### config.mk
export PLATFORM = sky130hd
export DESIGN_NAME = supmon_ctrl
export DESIGN_NICKNAME = d
export VERILOG_FILES = /design/src/rtl/supmon_pkg.sv /design/src/rtl/supmon_sync.sv /design/src/rtl/supmon_sched.sv /design/src/rtl/supmon_resp.sv /design/src/rtl/supmon_ctrl.sv
export SDC_FILE = /design/constraint.sdc
export NUM_CORES = 1
export LEC_CHECK = 0
export BUFFER_PORTS_ARGS = -buffer_cell sky130_fd_sc_hd__buf_2
export CAP_MARGIN = 20
export CORE_MARGIN = 1.5
export CORE_UTILIZATION = 46
export DETAILED_ROUTE_END_ITERATION = 8
export PLACE_DENSITY = 0.76
export REMOVE_ABC_BUFFERS = 1
export SLEW_MARGIN = 20
export SYNTH_ARGS = -nofsm -noshare
export SYNTH_HDL_FRONTEND = slang
export SYNTH_SLANG_ARGS = --single-unit
### constraint.sdc
create_clock -name clk -period 2.2 [get_ports clk]
set_input_delay 0.11 -clock clk [delete_from_list [all_inputs] [get_ports clk]]
set_output_delay 0.11 -clock clk [all_outputs]
set_load 0.01 [all_outputs]
### src/rtl/supmon_pkg.sv
`timescale 1ns/1ps
package supmon_pkg;

   typedef enum logic [1:0] {
      SMP_IDLE = 2'd0,
      SMP_CONT = 2'd1,
      SMP_DUTY = 2'd2
   } smp_run_e;

   typedef struct packed {
      logic       irq_en;
      logic       rst_en;
      logic [2:0] smp;
      logic [3:0] thr;
   } mode_t;

   function automatic mode_t unpack_mode(input logic [31:0] w);
      mode_t m;
      m.thr    = w[3:0];
      m.smp    = w[10:8];
      m.rst_en = w[12];
      m.irq_en = w[13];
      return m;
   endfunction

   function automatic logic [31:0] pack_mode(input mode_t m);
      logic [31:0] w;
      w        = '0;
      w[3:0]   = m.thr;
      w[10:8]  = m.smp;
      w[12]    = m.rst_en;
      w[13]    = m.irq_en;
      return w;
   endfunction

endpackage

### src/rtl/supmon_sync.sv
`timescale 1ns/1ps
module supmon_sync #(
   parameter int STAGES = 2
) (
   input  logic clk,
   input  logic rst_n,
   input  logic din,
   output logic dout
);
   initial assert (STAGES >= 2) else $error("supmon_sync: STAGES must be at least 2");

   logic [STAGES-1:0] q;

   always_ff @(posedge clk or negedge rst_n) begin
      if (!rst_n) q[0] <= 1'b0;
      else        q[0] <= din;
   end

   for (genvar g = 1; g < STAGES; g++) begin : g_stage
      always_ff @(posedge clk or negedge rst_n) begin
         if (!rst_n) q[g] <= 1'b0;
         else        q[g] <= q[g-1];
      end
   end

   assign dout = q[STAGES-1];
endmodule

### src/rtl/supmon_sched.sv
`timescale 1ns/1ps
module supmon_sched
   import supmon_pkg::*;
#(
   parameter int PER_A = 32,
   parameter int PER_B = 256,
   parameter int PER_C = 2048
) (
   input  logic       clk,
   input  logic       rst_n,
   input  logic       restart,
   input  logic [2:0] smp,
   output logic       cmp_en,
   output logic       mon_on
);
   localparam int CNT_W = $clog2(PER_C);
   localparam logic [CNT_W-1:0] LAST_A = CNT_W'(PER_A - 1);
   localparam logic [CNT_W-1:0] LAST_B = CNT_W'(PER_B - 1);
   localparam logic [CNT_W-1:0] LAST_C = CNT_W'(PER_C - 1);

   initial assert (PER_A >= 2 && PER_A < PER_B && PER_B < PER_C)
      else $error("supmon_sched: periods must be increasing and at least 2");

   smp_run_e         run;
   logic [CNT_W-1:0] last;
   logic [CNT_W-1:0] cnt;

   always_comb begin
      run  = SMP_IDLE;
      last = LAST_A;
      case (smp)
         3'd1: run = SMP_CONT;
         3'd2: begin run = SMP_DUTY; last = LAST_A; end
         3'd3: begin run = SMP_DUTY; last = LAST_B; end
         3'd4: begin run = SMP_DUTY; last = LAST_C; end
         default: run = SMP_IDLE;
      endcase
   end

   always_ff @(posedge clk or negedge rst_n) begin
      if (!rst_n)                 cnt <= '0;
      else if (restart)           cnt <= '0;
      else if (run == SMP_DUTY)   cnt <= (cnt == last) ? '0 : cnt + 1'b1;
      else                        cnt <= '0;
   end

   assign cmp_en = (run == SMP_CONT) || ((run == SMP_DUTY) && (cnt == last));
   assign mon_on = (run != SMP_IDLE);

   // a duty strobe is a single cycle wide unless the mode is rewritten
   a_r2_single_strobe: assert property (@(posedge clk) disable iff (!rst_n)
      (run == SMP_DUTY && cmp_en && !restart) |=> !cmp_en);
endmodule

### src/rtl/supmon_resp.sv
`timescale 1ns/1ps
module supmon_resp #(
   parameter int HOLD = 4
) (
   input  logic clk,
   input  logic rst_n,
   input  logic sample,
   input  logic trip_s,
   input  logic mon_on,
   input  logic rst_en,
   input  logic irq_en,
   input  logic clr,
   output logic status,
   output logic irq,
   output logic core_rst_n
);
   localparam int HW = $clog2(HOLD + 1);

   initial assert (HOLD >= 1) else $error("supmon_resp: HOLD must be at least 1");

   logic          detect;
   logic          act;
   logic [HW-1:0] hold;

   assign detect = sample && trip_s;

   always_ff @(posedge clk or negedge rst_n) begin
      if (!rst_n)      status <= 1'b0;
      else if (detect) status <= 1'b1;
      else if (clr)    status <= 1'b0;
   end

   always_ff @(posedge clk or negedge rst_n) begin
      if (!rst_n) begin
         act  <= 1'b0;
         hold <= '0;
      end else if (detect && rst_en) begin
         act  <= 1'b1;
         hold <= HW'(HOLD - 1);
      end else if (hold != '0) begin
         hold <= hold - 1'b1;
      end else if (act && ((sample && !trip_s) || !mon_on)) begin
         act  <= 1'b0;
      end
   end

   assign irq        = status && irq_en;
   assign core_rst_n = !act;

   // checker state: length of the current low period, saturating
   logic [HW:0] low_len;
   always_ff @(posedge clk or negedge rst_n) begin
      if (!rst_n)                       low_len <= '0;
      else if (!act)                    low_len <= '0;
      else if (low_len < (HW+1)'(HOLD)) low_len <= low_len + 1'b1;
   end

   // flag survives until a clearing read
   a_r6_sticky: assert property (@(posedge clk) disable iff (!rst_n)
      (status && !clr) |=> status);
   // no reset response while the enable is clear
   a_r8_gated: assert property (@(posedge clk) disable iff (!rst_n)
      (!rst_en && core_rst_n) |=> core_rst_n);
   // minimum hold length
   a_r8_min_hold: assert property (@(posedge clk) disable iff (!rst_n)
      $rose(core_rst_n) |-> (low_len >= (HW+1)'(HOLD)));
   // once low, stays low for the next cycle
   a_r9_no_glitch: assert property (@(posedge clk) disable iff (!rst_n)
      $fell(core_rst_n) |=> !core_rst_n);
endmodule

### src/rtl/supmon_ctrl.sv
`timescale 1ns/1ps
module supmon_ctrl
   import supmon_pkg::*;
#(
   parameter int PER_A       = 32,
   parameter int PER_B       = 256,
   parameter int PER_C       = 2048,
   parameter int HOLD        = 4,
   parameter int SYNC_STAGES = 2
) (
   input  logic        clk,
   input  logic        rst_n,
   input  logic        reg_sel,
   input  logic        wr_en,
   input  logic        rd_en,
   input  logic [31:0] wdata,
   output logic [31:0] rdata,
   output logic        cmp_en,
   output logic [3:0]  cmp_level,
   input  logic        cmp_trip,
   output logic        core_rst_n,
   output logic        irq,
   output logic        trip_flag
);
   mode_t mode_q;
   logic  mode_wr;
   logic  stat_rd;
   logic  trip_s;
   logic  mon_on;
   logic  unused_wbits;

   assign mode_wr      = wr_en && !reg_sel;
   assign stat_rd      = rd_en && reg_sel;
   assign unused_wbits = ^{wdata[31:14], wdata[11], wdata[7:4]};

   always_ff @(posedge clk or negedge rst_n) begin
      if (!rst_n)       mode_q <= '0;
      else if (mode_wr) mode_q <= unpack_mode(wdata);
   end

   assign rdata     = reg_sel ? {31'd0, trip_flag} : pack_mode(mode_q);
   assign cmp_level = mode_q.thr;

   supmon_sync #(.STAGES(SYNC_STAGES)) u_sync (
      .clk  (clk),
      .rst_n(rst_n),
      .din  (cmp_trip),
      .dout (trip_s)
   );

   supmon_sched #(.PER_A(PER_A), .PER_B(PER_B), .PER_C(PER_C)) u_sched (
      .clk    (clk),
      .rst_n  (rst_n),
      .restart(mode_wr),
      .smp    (mode_q.smp),
      .cmp_en (cmp_en),
      .mon_on (mon_on)
   );

   supmon_resp #(.HOLD(HOLD)) u_resp (
      .clk       (clk),
      .rst_n     (rst_n),
      .sample    (cmp_en),
      .trip_s    (trip_s),
      .mon_on    (mon_on),
      .rst_en    (mode_q.rst_en),
      .irq_en    (mode_q.irq_en),
      .clr       (stat_rd),
      .status    (trip_flag),
      .irq       (irq),
      .core_rst_n(core_rst_n)
   );

   // reserved and off codes never strobe the comparator
   a_r3_reserved_idle: assert property (@(posedge clk) disable iff (!rst_n)
      (mode_q.smp == 3'd0 || mode_q.smp >= 3'd5) |-> !cmp_en);
   // the flag can only rise after a strobed cycle
   a_r5_window_only: assert property (@(posedge clk) disable iff (!rst_n)
      (!cmp_en) |=> !$rose(trip_flag));
endmodule

==> flow_summary.yaml <==
drt:
  routedWlPerCell_um: 11.8
  drc: 0
  vias: 1159
  viasPerCell: 4.79
  drt_iter0_drc: 22
  drtAntennaViolNets: 0
  routed_wl_um: 2860
  dr.pass1.iters: 4
clock_tree:
  root_buffer: "clkbuf_4"
  cts_made_buffers: 3
  clkTransAtPathRegs_ns: 0.14
  clk_latency_ns: 0.31
  cts_tree: "built"
  clock_path_buffers: 2
  cts_setup_buffers: 0
  clock-sinks: 27
  htreeDepth: 1
sta:
  grt_setup_unrepaired: "no"
  fmax_mhz: 497
  worst_pin_slew_ns: 0.588
  setup_violations: 0
  setup_tns_ns: 0
  finalHoldViolCount: 0
  finClkSkew_ns: 0.00258
  drv_slew: 0
  min_period_over_period: 0.915
  maxSlewHeadroom: 0.608
  fin_crit_ns: 2.01
  whs_ns: 0.0198
global_route:
  busiest_layer: "met2"
  met1_usage: 0.183
  antenna_found_initial: 0
  use_met2: 0.245
  grt_max_degree: 28
  use_met3: 0.0342
  grt_usage: 0.142
  overflow: 0
  grt_pass1_vias: 1073
  grt_pass1_wl_um: 4650
placed_design:
  portBuffers: 31
  place_hpwl_um: 2080
  gp_congestion: 0.752
  place_inst: 231
  place_area_sq_mm: 0.00174
floorplan:
  start_util: 0.487
  num_rows: 21
  ios: 78
  dieHeight_um: 62.9
  dieArea_sq_mm: 0.00396
  dieWidth_um: 62.9
  core-area_sq_mm: 0.00339
critical_path:
  path_class: "flip-flop to output pin"
  reg2reg_slack_ns: 0.38
  r2r-end: "u_sched.cnt[5]$_DFF_PN0_"
  worstRegToRegCells: 5
  endpoint_kind: "output pin"
  cp-start-kind: "flip-flop"
  r2r-start: "mode_q[4]$_DFFE_PN0P_"
  critPathRequiredTime_ns: 2.09
  critPathArrivalTime_ns: 1.90
  cp_max_fo: 7
logic_synthesis:
  synthesis.instances: 161
  yosys-top-cells-area: "dfrtp_1 (41%), buf_4 (12%), mux2_2 (6.8%)"
  ys_seq_elements: 27
  synth_ff_type: "dfrtp_1"
  synth_edf_count: 0
  synth.avg_cell_area_sq_um: 10.3
  yosys_warnings: 0
  synth_async_sr_flop_share: 1.00
  synth_top_area_share: 0.409
  yosys.area.top_type: "dfrtp_1"
  syn_area_sq_mm: 0.00165
  synth_cell_types: 38
  ys_seq_area_frac: 0.409
cells_and_area:
  final_nets: 238
  layout_common_cells: "buf_2 (31), dfrtp_1 (27), conb_1 (23)"
  area_growth_syn_to_layout_pct: 12.3
  num_antenna_cells: 0
  postLayoutCellArea_sq_mm: 0.00185
  layout-drive-gt1-share: 0.311
  stdcell_count: 242
  layout_commonest_cell: "buf_2"
min_path:
  hold_start: "wdata[8]"
  hp-class: "input pin to flip-flop"
  min_path_cells: 2
  holdPathEnd: "mode_q[4]$_DFFE_PN0P_"
power:
  peakVddDrop_mv: 0.440
  p_per_area_mw_per_mm2: 667
  p_leak_nw: 0.886
flow_run:
  maxCapViolCount: 0
run_status:
  status: "finished clean"
-- per-layer routing --
metal  part of all wire  up-vias
met2               0.50       38
met1               0.44      550
met3              0.057        2
li1                   -      569
met4             0.0035        0
met5                  0        -
-- per-stage QoR --
step           power, W  setup WS, ns  utilization
2_1_floorplan  0.000899         0.279            -
3_3_place_gp    0.00101         0.253        0.513
3_5_place_dp    0.00102         0.278        0.513
4_1_cts         0.00124       0.00187        0.527
5_1_grt         0.00133        0.0639        0.547
6_report        0.00124         0.186        0.547
-- Yosys cell counts (all sizes together), types with 2 or more instances --
master / count
a21oi: 2
and2: 3
and3: 3
and4: 2
buf: 29
clkbuf: 3
dfrtp: 27
ha: 3
inv: 4
mux2: 10
nand2: 9
nand2b: 3
nand3: 7
nand4: 2
nor2: 6
nor2b: 9
nor3: 11
o2111ai: 2
o21ai: 3
xnor2: 3
xor2: 7
-- registers in the layout, indices dropped and copies added, names as in the netlist --
| register | flops |
|---|---|
| mode_q | 5 |
| cmp_level | 4 |
| u_resp.act | 1 |
| u_sync.dout | 1 |
| u_resp.status | 1 |
| u_resp.hold | 3 |
| u_sched.cnt | 11 |
| u_sync.q | 1 |
-- area by class of cell --
type                            instances  area (sq um)
Fill cell                             287          1540
Multi-Input combinational cell        120           832
Sequential cell                        27           676
Timing Repair Buffer                   41           248
Tap cell                               46          57.6
Clock buffer                            4          26.3
Inverter                                4          15.0
-- worst max-delay path, stage by stage (launching register included) --
cell and delay [ns]:
dfrtp_1 0.47, or3b_4 0.49, and3_4 0.19, o221ai_1 0.18, o21ai_0 0.11, buf_2 0.15
-- cell families (layout without fill, tap and decap cells) --
logic type / after synthesis / count (layout) / synth area share
other: 1 / 23 / 0.00227
DFF: 27 / 27 / 0.409
adders and majority gates: 3 / 3 / 0.0227
AOI/OAI and AO/OA: 14 / 14 / 0.0636
and+or+nand+nor: 59 / 59 / 0.227
buffers and inverters: 36 / 49 / 0.148
muxes: 11 / 11 / 0.0742
xor gates and xnor gates: 10 / 10 / 0.0530
-- where the power goes --
| part | switching (W) | leakage [nW] | internal [W] |
|---|---|---|---|
| Clock | 0.000137 | 0.0150 | 0.0000707 |
| Combinational | 0.000211 | 0.528 | 0.000193 |
| Sequential | 0.0000543 | 0.343 | 0.000570 |
| Total | 0.000403 | 0.886 | 0.000833 |
-- what timing repair did --
item / 4_1_cts / 5_1_grt
hold endpoints to repair: 28 / 5
resized for setup: 0 / 4
endpoints found under the setup margin: 0 / 1
hold buffers: 2 / 5
-- worst max-delay path by stage --
stage	startpoint	endpoint	slack [ns]	cells after the start
after CTS	mode_q[4]$_DFFE_PN0P_	cmp_en	0.002	5
after global placement	mode_q[4]$_DFFE_PN0P_	u_sched.cnt[1]$_DFF_PN0_	0.25	5
after global routing	mode_q[4]$_DFFE_PN0P_	cmp_en	0.06	5
after floorplan	mode_q[4]$_DFFE_PN0P_	u_resp.status$_DFFE_PN0P_	0.28	4
final	mode_q[4]$_DFFE_PN0P_	cmp_en	0.19	5
after detailed placement	mode_q[4]$_DFFE_PN0P_	u_sched.cnt[5]$_DFF_PN0_	0.28	5
Power figures use the tool's default switching activity.
